$ cat src/rtl/pcr_pkg.sv
package pcr_pkg;
   // register select codes (hardware reset uses all ones of the select width)
   localparam int unsigned SEL_MUX    = 0;
   localparam int unsigned SEL_INCLK  = 1;
   localparam int unsigned SEL_OUTCLK = 2;
   localparam int unsigned SEL_PAGE   = 3;
   localparam int unsigned SEL_MASK   = 4;

   // defaults applied by every reset source
   localparam logic [7:0] DEF_MUX    = 8'h2D;
   localparam logic [7:0] DEF_INCLK  = 8'h00;
   localparam logic [7:0] DEF_OUTCLK = 8'h3F;
   localparam logic [7:0] DEF_PAGE   = 8'h00;

   // low six mux bits that select pass-through mode
   localparam logic [5:0] PASS_CODE  = 6'h2D;

   typedef struct packed {
      logic [7:0] mux;
      logic [7:0] inclk;
      logic [7:0] outclk;
      logic [7:0] page;
      logic [7:0] mask;
   } pcr_regs_t;
endpackage

$ cat src/rtl/pcr_strobe_edge.sv
module pcr_strobe_edge #(
   parameter int unsigned SYNC_STAGES = 2
) (
   input  logic clk,
   input  logic rst_n,
   input  logic strobe_in,
   output logic rise_pulse
);
   logic s_sync;
   logic s_prev;

   generate
      if (SYNC_STAGES == 0) begin : g_direct
         assign s_sync = strobe_in;
      end else begin : g_sync
         logic [SYNC_STAGES-1:0] chain;
         always_ff @(posedge clk or negedge rst_n) begin
            if (!rst_n) chain <= '0;
            else        chain <= (chain << 1) | SYNC_STAGES'(strobe_in);
         end
         assign s_sync = chain[SYNC_STAGES-1];
      end
   endgenerate

   always_ff @(posedge clk or negedge rst_n) begin
      if (!rst_n) s_prev <= 1'b0;
      else        s_prev <= s_sync;
   end

   assign rise_pulse = s_sync & ~s_prev;

   // a held strobe produces a single write pulse
   a_r2_single_pulse: assert property (@(posedge clk) disable iff (!rst_n)
      rise_pulse |=> !rise_pulse);
endmodule

$ cat src/rtl/pcr_regfile.sv
module pcr_regfile
   import pcr_pkg::*;
#(
   parameter int unsigned DATA_W = 8,
   parameter int unsigned SEL_W  = 4
) (
   input  logic              clk,
   input  logic              rst_n,
   input  logic              wr_pulse,
   input  logic [SEL_W-1:0]  reg_sel,
   input  logic [DATA_W-1:0] wr_data,
   output logic [DATA_W-1:0] mux_ctl,
   output logic [DATA_W-1:0] in_clk_sel,
   output logic [DATA_W-1:0] out_clk_sel,
   output logic [DATA_W-1:0] page_reg,
   output logic [DATA_W-1:0] read_mask
);
   localparam logic [DATA_W-1:0] D_MUX    = DATA_W'(DEF_MUX);
   localparam logic [DATA_W-1:0] D_INCLK  = DATA_W'(DEF_INCLK);
   localparam logic [DATA_W-1:0] D_OUTCLK = DATA_W'(DEF_OUTCLK);
   localparam logic [DATA_W-1:0] D_PAGE   = DATA_W'(DEF_PAGE);
   localparam logic [DATA_W-1:0] D_MASK   = {DATA_W{1'b1}};
   localparam logic [SEL_W-1:0]  HW_CODE  = {SEL_W{1'b1}};

   logic sel_mux, sel_in, sel_out, sel_page, sel_mask;
   logic hw_reset, sw_reset, any_reset;

   assign sel_mux  = reg_sel == SEL_W'(SEL_MUX);
   assign sel_in   = reg_sel == SEL_W'(SEL_INCLK);
   assign sel_out  = reg_sel == SEL_W'(SEL_OUTCLK);
   assign sel_page = reg_sel == SEL_W'(SEL_PAGE);
   assign sel_mask = reg_sel == SEL_W'(SEL_MASK);

   assign hw_reset  = wr_pulse && (reg_sel == HW_CODE);
   assign sw_reset  = wr_pulse && sel_mux && (wr_data[5:0] == PASS_CODE);
   assign any_reset = hw_reset || sw_reset;

   always_ff @(posedge clk or negedge rst_n) begin
      if (!rst_n) begin
         mux_ctl     <= D_MUX;
         in_clk_sel  <= D_INCLK;
         out_clk_sel <= D_OUTCLK;
         page_reg    <= D_PAGE;
         read_mask   <= D_MASK;
      end else if (any_reset) begin
         mux_ctl     <= D_MUX;
         in_clk_sel  <= D_INCLK;
         out_clk_sel <= D_OUTCLK;
         page_reg    <= D_PAGE;
         read_mask   <= D_MASK;
      end else if (wr_pulse) begin
         if (sel_mux)  mux_ctl     <= wr_data;
         if (sel_in)   in_clk_sel  <= wr_data;
         if (sel_out)  out_clk_sel <= wr_data;
         if (sel_page) page_reg    <= wr_data;
         if (sel_mask) read_mask   <= wr_data;
      end
   end

   // hardware reset strobe leaves all defaults
   a_r3_hw_defaults: assert property (@(posedge clk) disable iff (!rst_n)
      (wr_pulse && reg_sel == HW_CODE) |=>
         (mux_ctl == D_MUX && in_clk_sel == D_INCLK && out_clk_sel == D_OUTCLK
          && page_reg == D_PAGE && read_mask == D_MASK));

   // pass-through code written to mux leaves all defaults
   a_r4_sw_defaults: assert property (@(posedge clk) disable iff (!rst_n)
      (wr_pulse && reg_sel == SEL_W'(SEL_MUX) && wr_data[5:0] == PASS_CODE) |=>
         (mux_ctl == D_MUX && in_clk_sel == D_INCLK && out_clk_sel == D_OUTCLK
          && page_reg == D_PAGE && read_mask == D_MASK));

   // without a write pulse nothing changes
   a_r5_hold_without_write: assert property (@(posedge clk) disable iff (!rst_n)
      !wr_pulse |=> ($stable(mux_ctl) && $stable(in_clk_sel) && $stable(out_clk_sel)
                     && $stable(page_reg) && $stable(read_mask)));
endmodule

$ cat src/rtl/pcr_addr_mask.sv
module pcr_addr_mask #(
   parameter int unsigned DATA_W = 8
) (
   input  logic [DATA_W-1:0] pixel_idx,
   input  logic [1:0]        depth_sel,
   input  logic [DATA_W-1:0] page_reg,
   input  logic [DATA_W-1:0] read_mask,
   output logic [DATA_W-1:0] pal_addr
);
   logic [31:0] pix_bits;

   // depth code n selects 2**n pixel bits (1, 2, 4, 8)
   assign pix_bits = 32'd1 << depth_sel;

   generate
      for (genvar i = 0; i < DATA_W; i++) begin : g_bit
         logic merged;
         assign merged      = (32'(i) < pix_bits) ? pixel_idx[i] : page_reg[i];
         assign pal_addr[i] = merged & read_mask[i];
      end
   endgenerate
endmodule

$ cat src/rtl/pcr_palette_ctrl.sv
module pcr_palette_ctrl
   import pcr_pkg::*;
#(
   parameter int unsigned DATA_W      = 8,
   parameter int unsigned SEL_W       = 4,
   parameter int unsigned SYNC_STAGES = 2
) (
   input  logic              clk,
   input  logic              rst_n,
   input  logic [SEL_W-1:0]  reg_sel,
   input  logic [DATA_W-1:0] wr_data,
   input  logic              wr_strobe,
   input  logic [DATA_W-1:0] pixel_idx,
   input  logic [1:0]        depth_sel,
   output logic [DATA_W-1:0] pal_addr,
   output logic [DATA_W-1:0] mux_ctl,
   output logic [DATA_W-1:0] in_clk_sel,
   output logic [DATA_W-1:0] out_clk_sel,
   output logic [DATA_W-1:0] page_reg,
   output logic [DATA_W-1:0] read_mask,
   output logic              pass_through
);
   generate
      if (DATA_W < 8) begin : g_bad_data
         $error("pcr_palette_ctrl: DATA_W must be at least 8");
      end
      if (SEL_W < 3) begin : g_bad_sel
         $error("pcr_palette_ctrl: SEL_W must be at least 3");
      end
      if (SYNC_STAGES > 4) begin : g_bad_sync
         $error("pcr_palette_ctrl: SYNC_STAGES must be 0 to 4");
      end
   endgenerate

   logic wr_pulse;

   pcr_strobe_edge #(.SYNC_STAGES(SYNC_STAGES)) u_edge (
      .clk        (clk),
      .rst_n      (rst_n),
      .strobe_in  (wr_strobe),
      .rise_pulse (wr_pulse)
   );

   pcr_regfile #(.DATA_W(DATA_W), .SEL_W(SEL_W)) u_regs (
      .clk         (clk),
      .rst_n       (rst_n),
      .wr_pulse    (wr_pulse),
      .reg_sel     (reg_sel),
      .wr_data     (wr_data),
      .mux_ctl     (mux_ctl),
      .in_clk_sel  (in_clk_sel),
      .out_clk_sel (out_clk_sel),
      .page_reg    (page_reg),
      .read_mask   (read_mask)
   );

   pcr_addr_mask #(.DATA_W(DATA_W)) u_addr (
      .pixel_idx (pixel_idx),
      .depth_sel (depth_sel),
      .page_reg  (page_reg),
      .read_mask (read_mask),
      .pal_addr  (pal_addr)
   );

   assign pass_through = (mux_ctl[5:0] == PASS_CODE);

   // no address bit outside the read mask
   a_r8_mask_respected: assert property (@(posedge clk) disable iff (!rst_n)
      (pal_addr & ~read_mask) == '0);

   // at 8-bit depth the page register does not reach the address
   a_r7_page_ignored: assert property (@(posedge clk) disable iff (!rst_n)
      (depth_sel == 2'b11) |-> (pal_addr[7:0] == (pixel_idx[7:0] & read_mask[7:0])));

   // pass-through flag tracks the mux register
   a_r9_pass_flag: assert property (@(posedge clk) disable iff (!rst_n)
      pass_through == (mux_ctl[5:0] == 6'h2D));
endmodule

$ cat config.mk
export PLATFORM = sky130hd
export DESIGN_NAME = pcr_palette_ctrl
export DESIGN_NICKNAME = d
export VERILOG_FILES = /design/src/rtl/pcr_pkg.sv /design/src/rtl/pcr_strobe_edge.sv /design/src/rtl/pcr_regfile.sv /design/src/rtl/pcr_addr_mask.sv /design/src/rtl/pcr_palette_ctrl.sv
export SDC_FILE = /design/constraint.sdc
export NUM_CORES = 1
export LEC_CHECK = 0
export BUFFER_PORTS_ARGS = -buffer_cell sky130_fd_sc_hd__buf_2
export CORE_MARGIN = 2
export CORE_UTILIZATION = 39
export DETAILED_ROUTE_END_ITERATION = 10
export GPL_TIMING_DRIVEN = 0
export PLACE_DENSITY = 0.66
export SLEW_MARGIN = 15
export SYNTH_ARGS = -nofsm -noshare
export SYNTH_HDL_FRONTEND = slang
export SYNTH_SLANG_ARGS = --single-unit
$ cat constraint.sdc
create_clock -name clk -period 1.8 [get_ports clk]
set_input_delay 0.27 -clock clk [delete_from_list [all_inputs] [get_ports clk]]
set_output_delay 0.27 -clock clk [all_outputs]
set_load 0.02 [all_outputs]
==> summary.md <==
| Metric | Value |
|---|---|
| Initial antenna violation count | `0` |
| Full die area | `0.00534 mm²` |
| Synth area leader | `dfrtp_1` |
| Pre-antenna DRT Iters | `4` |
| Area share of the leading cell type in the synthesized netlist | `between 30% and 40%` |
| Synth async-reset ratio | `100%` |
| PwrDens | `roughly 1200 mW/mm²` |
| Final net count | `249` |
| Ant diodes | `0` |
| VDD IR-drop max | `0.000482 V` |
| Cts bufs inserted | `5` |
| Top fanout value on the critical path | `8` |
| PortBufs | `between 70 and 80` |
| Num Clock Sinks | `43` |
| Layout cell share with drive strength beyond 1 | `47.6%` |
| Netlist cell types | `31` |
| Max Buffers Root-to-Sink | `2` |
| Maximum clock frequency | `605 MHz` |
| Filler cells | `~430` |
| RSZ-0062 raised after global routing | `no` |
| Post-CTS setup buffer count | `0` |
| Overall Global Routing Usage | `17.5%` |
| GRT overflow | `0` |
| Post-synth top cells | `dfrtp_1 (25), a22o_1 (20), dfstp_2 (18), nand2_1 (13), o22a_1 (12)` |
| Post-synth EDFFs | `0` |
| Ys Warns | `0` |
| Post-route ant nets | `0` |
| Reg area | `0.00110 mm²` |
| CTS Root Cell | `clkbuf_8` |
| Crit-path max cell delay | `around 0.4 ns` |
| Final setup viols | `0` |
| Cell area after synthesis | `0.00186 mm²` |
| Register bit count reported by yosys | `43` |
| Row cnt | `25` |
| WP data required | `1.98 ns` |
| Synth area leaders | `dfrtp_1 (34%), dfstp_2 (25%), a22o_1 (9.4%), o22a_1 (5.6%), mux2i_1 (4.3%)` |
| Core footprint | `0.00466 mm²` |
| Max_slew headroom | `38.3%` |
| Final max-slew violation count | `0` |
| Die H | `73.1 µm` |
| Post-synthesis sequential area ratio | `around three fifths` |
| WP buf/inv | `1` |
| Routed WL | `4.67 mm` |
| Minimum clock period | `about 1.7 ns` |
| Setup TNS | `0 ns` |
| Synth Instances | `146` |
| DP HPWL | `3.39 mm` |
| Initial DRC Count | `95` |
| GP Congestion | `between 0.8 and 0.9` |
| Multi-input gate area in the final layout | `736 µm²` |
| I/O pin total | `74` |
| Post-Syn Nets | `171` |
| Hold slack | `0.0800 ns` |
| Final period util | `a little over 90%` |
| Hold WC Path Type | `in2reg` |
| Worst-Margin Slew | `0.925 ns` |
| Via count | `1513` |
| Maximum level of the CTS H-tree | `2` |
| Area growth syn-to-layout | `27.2%` |
| Max-cap violations | `0` |
| Later-pin clock latency in the skew report | `roughly 0.29 ns` |
| Non-Filler Instances | `approximately 280` |
| Die X | `73.1 µm` |
| Final core occ | `50.8%` |
| Global-route wire length before repair | `6.98 mm` |
| Vias/cell | `5.42` |
| Vias in the first global route | `around 1400` |
| Hold-fix buffers at CTS | `0` |
| CP delay by family, top | `simple AND/OR/NAND/NOR gates` |
| Crit start category | `flip-flop` |
| CTS tree | `yes` |
| Final Hold Fails | `0` |
| Starting Density | `about two fifths` |
| Critical path endpoint category | `flip-flop` |
| Resized cells post-CTS | `0` |
| WL per Instance | `16.7 µm` |
| Critical Path AT | `1.84 ns` |
| Critical setup path kind | `reg2reg` |
| Pwr Total | `about 2.8 mW` |
| Static Leakage | `about 1.2 nW` |
| Critical path, cell by cell | `nor4b_2 > nand3b_1 > buf_2 > mux2_1 > and2_1` |
| Status | `complete, no violations` |
| CP max stage cell | `dfrtp_1` |
| Worst Skew | `0.00503 ns` |
| Syn_area_per_cell | `between 10 and 15 µm²` |
| Pin count of the biggest net entering global routing | `44` |
| Ys flop type | `dfrtp_1` |
| Worst-path clk slew | `0.08 ns` |
| DP Cell Count | `271` |
| DRC | `0` |
| Most numerous cell in the Yosys netlist | `dfrtp_1` |
area by class of cell:
type	instances	share of cell area (%)
Timing Repair Buffer	71	15.0
Multi-Input combinational cell	97	31.1
Sequential cell	43	46.4
Clock inverter	3	0.634
Clock buffer	5	2.91
Buffer	6	1.16
Tap cell	54	2.85
report_power, final:
group / total [mW] / leakage (nW) / switching (mW) / internal [mW]
combinational: 0.878 / 0.613 / 0.529 / 0.349
sequential: 1.38 / 0.513 / 0.131 / 1.24
clock: 0.582 / 0.0477 / 0.317 / 0.265
total: 2.84 / 1.17 / 0.977 / 1.86
path summary, 6_finish.rpt:
check | from | endpoint | slack, ns | cells after the start
min | wr_strobe | u_edge.g_sync.chain[0] | 0.08 | 1
max reg2reg | u_edge.s_prev | u_regs.out_clk_sel[7] | 0.15 | 5
min in group asynchronous | rst_n | u_edge.s_prev | 0.12 | 1
min reg2reg | u_edge.g_sync.chain[0] | u_edge.g_sync.chain[1] | 0.35 | 0
max in group asynchronous | rst_n | u_regs.page_reg[0] | 1.11 | 1
max | u_edge.s_prev | u_regs.out_clk_sel[7] | 0.15 | 5
layer usage:
| layer | vias up | part of all wire [%] | GRT usage (%) |
|---|---|---|---|
| met5 | - | 0 | 0 |
| met4 | 0 | 1.0 | 6.17 |
| met3 | 5 | 5.8 | 3.45 |
| met2 | 63 | 45 | 26.6 |
| met1 | 730 | 48 | 25.0 |
| li1 | 715 | - | - |
cell usage in the layout, fill, tap and decap left out, types with 8 or more instances in the layout:
cell,n
a22o_1,20
buf_2,75
dfrtp_1,25
dfstp_2,18
mux2i_1,8
nand2_1,13
o22a_1,12
per-stage QoR:
stage / worst slack, ns / cell area [µm²]
detailed placement: -0.0152 / 2280
global route: 0.0391 / 2370
global placement: -0.0192 / 2280
CTS: 0.145 / 2370
floorplan: 0.291 / 1860
finish: 0.148 / 2370
logic make-up (layout without fill, tap and decap cells):
group / count (synthesis) / after routing / share of synthesized area (%)
compound gates: 44 / 44 / 20.9
flops: 43 / 43 / 59.0
simple gates: 43 / 43 / 13.1
mux: 10 / 10 / 5.51
buf+inv: 6 / 85 / 1.48
Power figures use the tool's default switching activity.
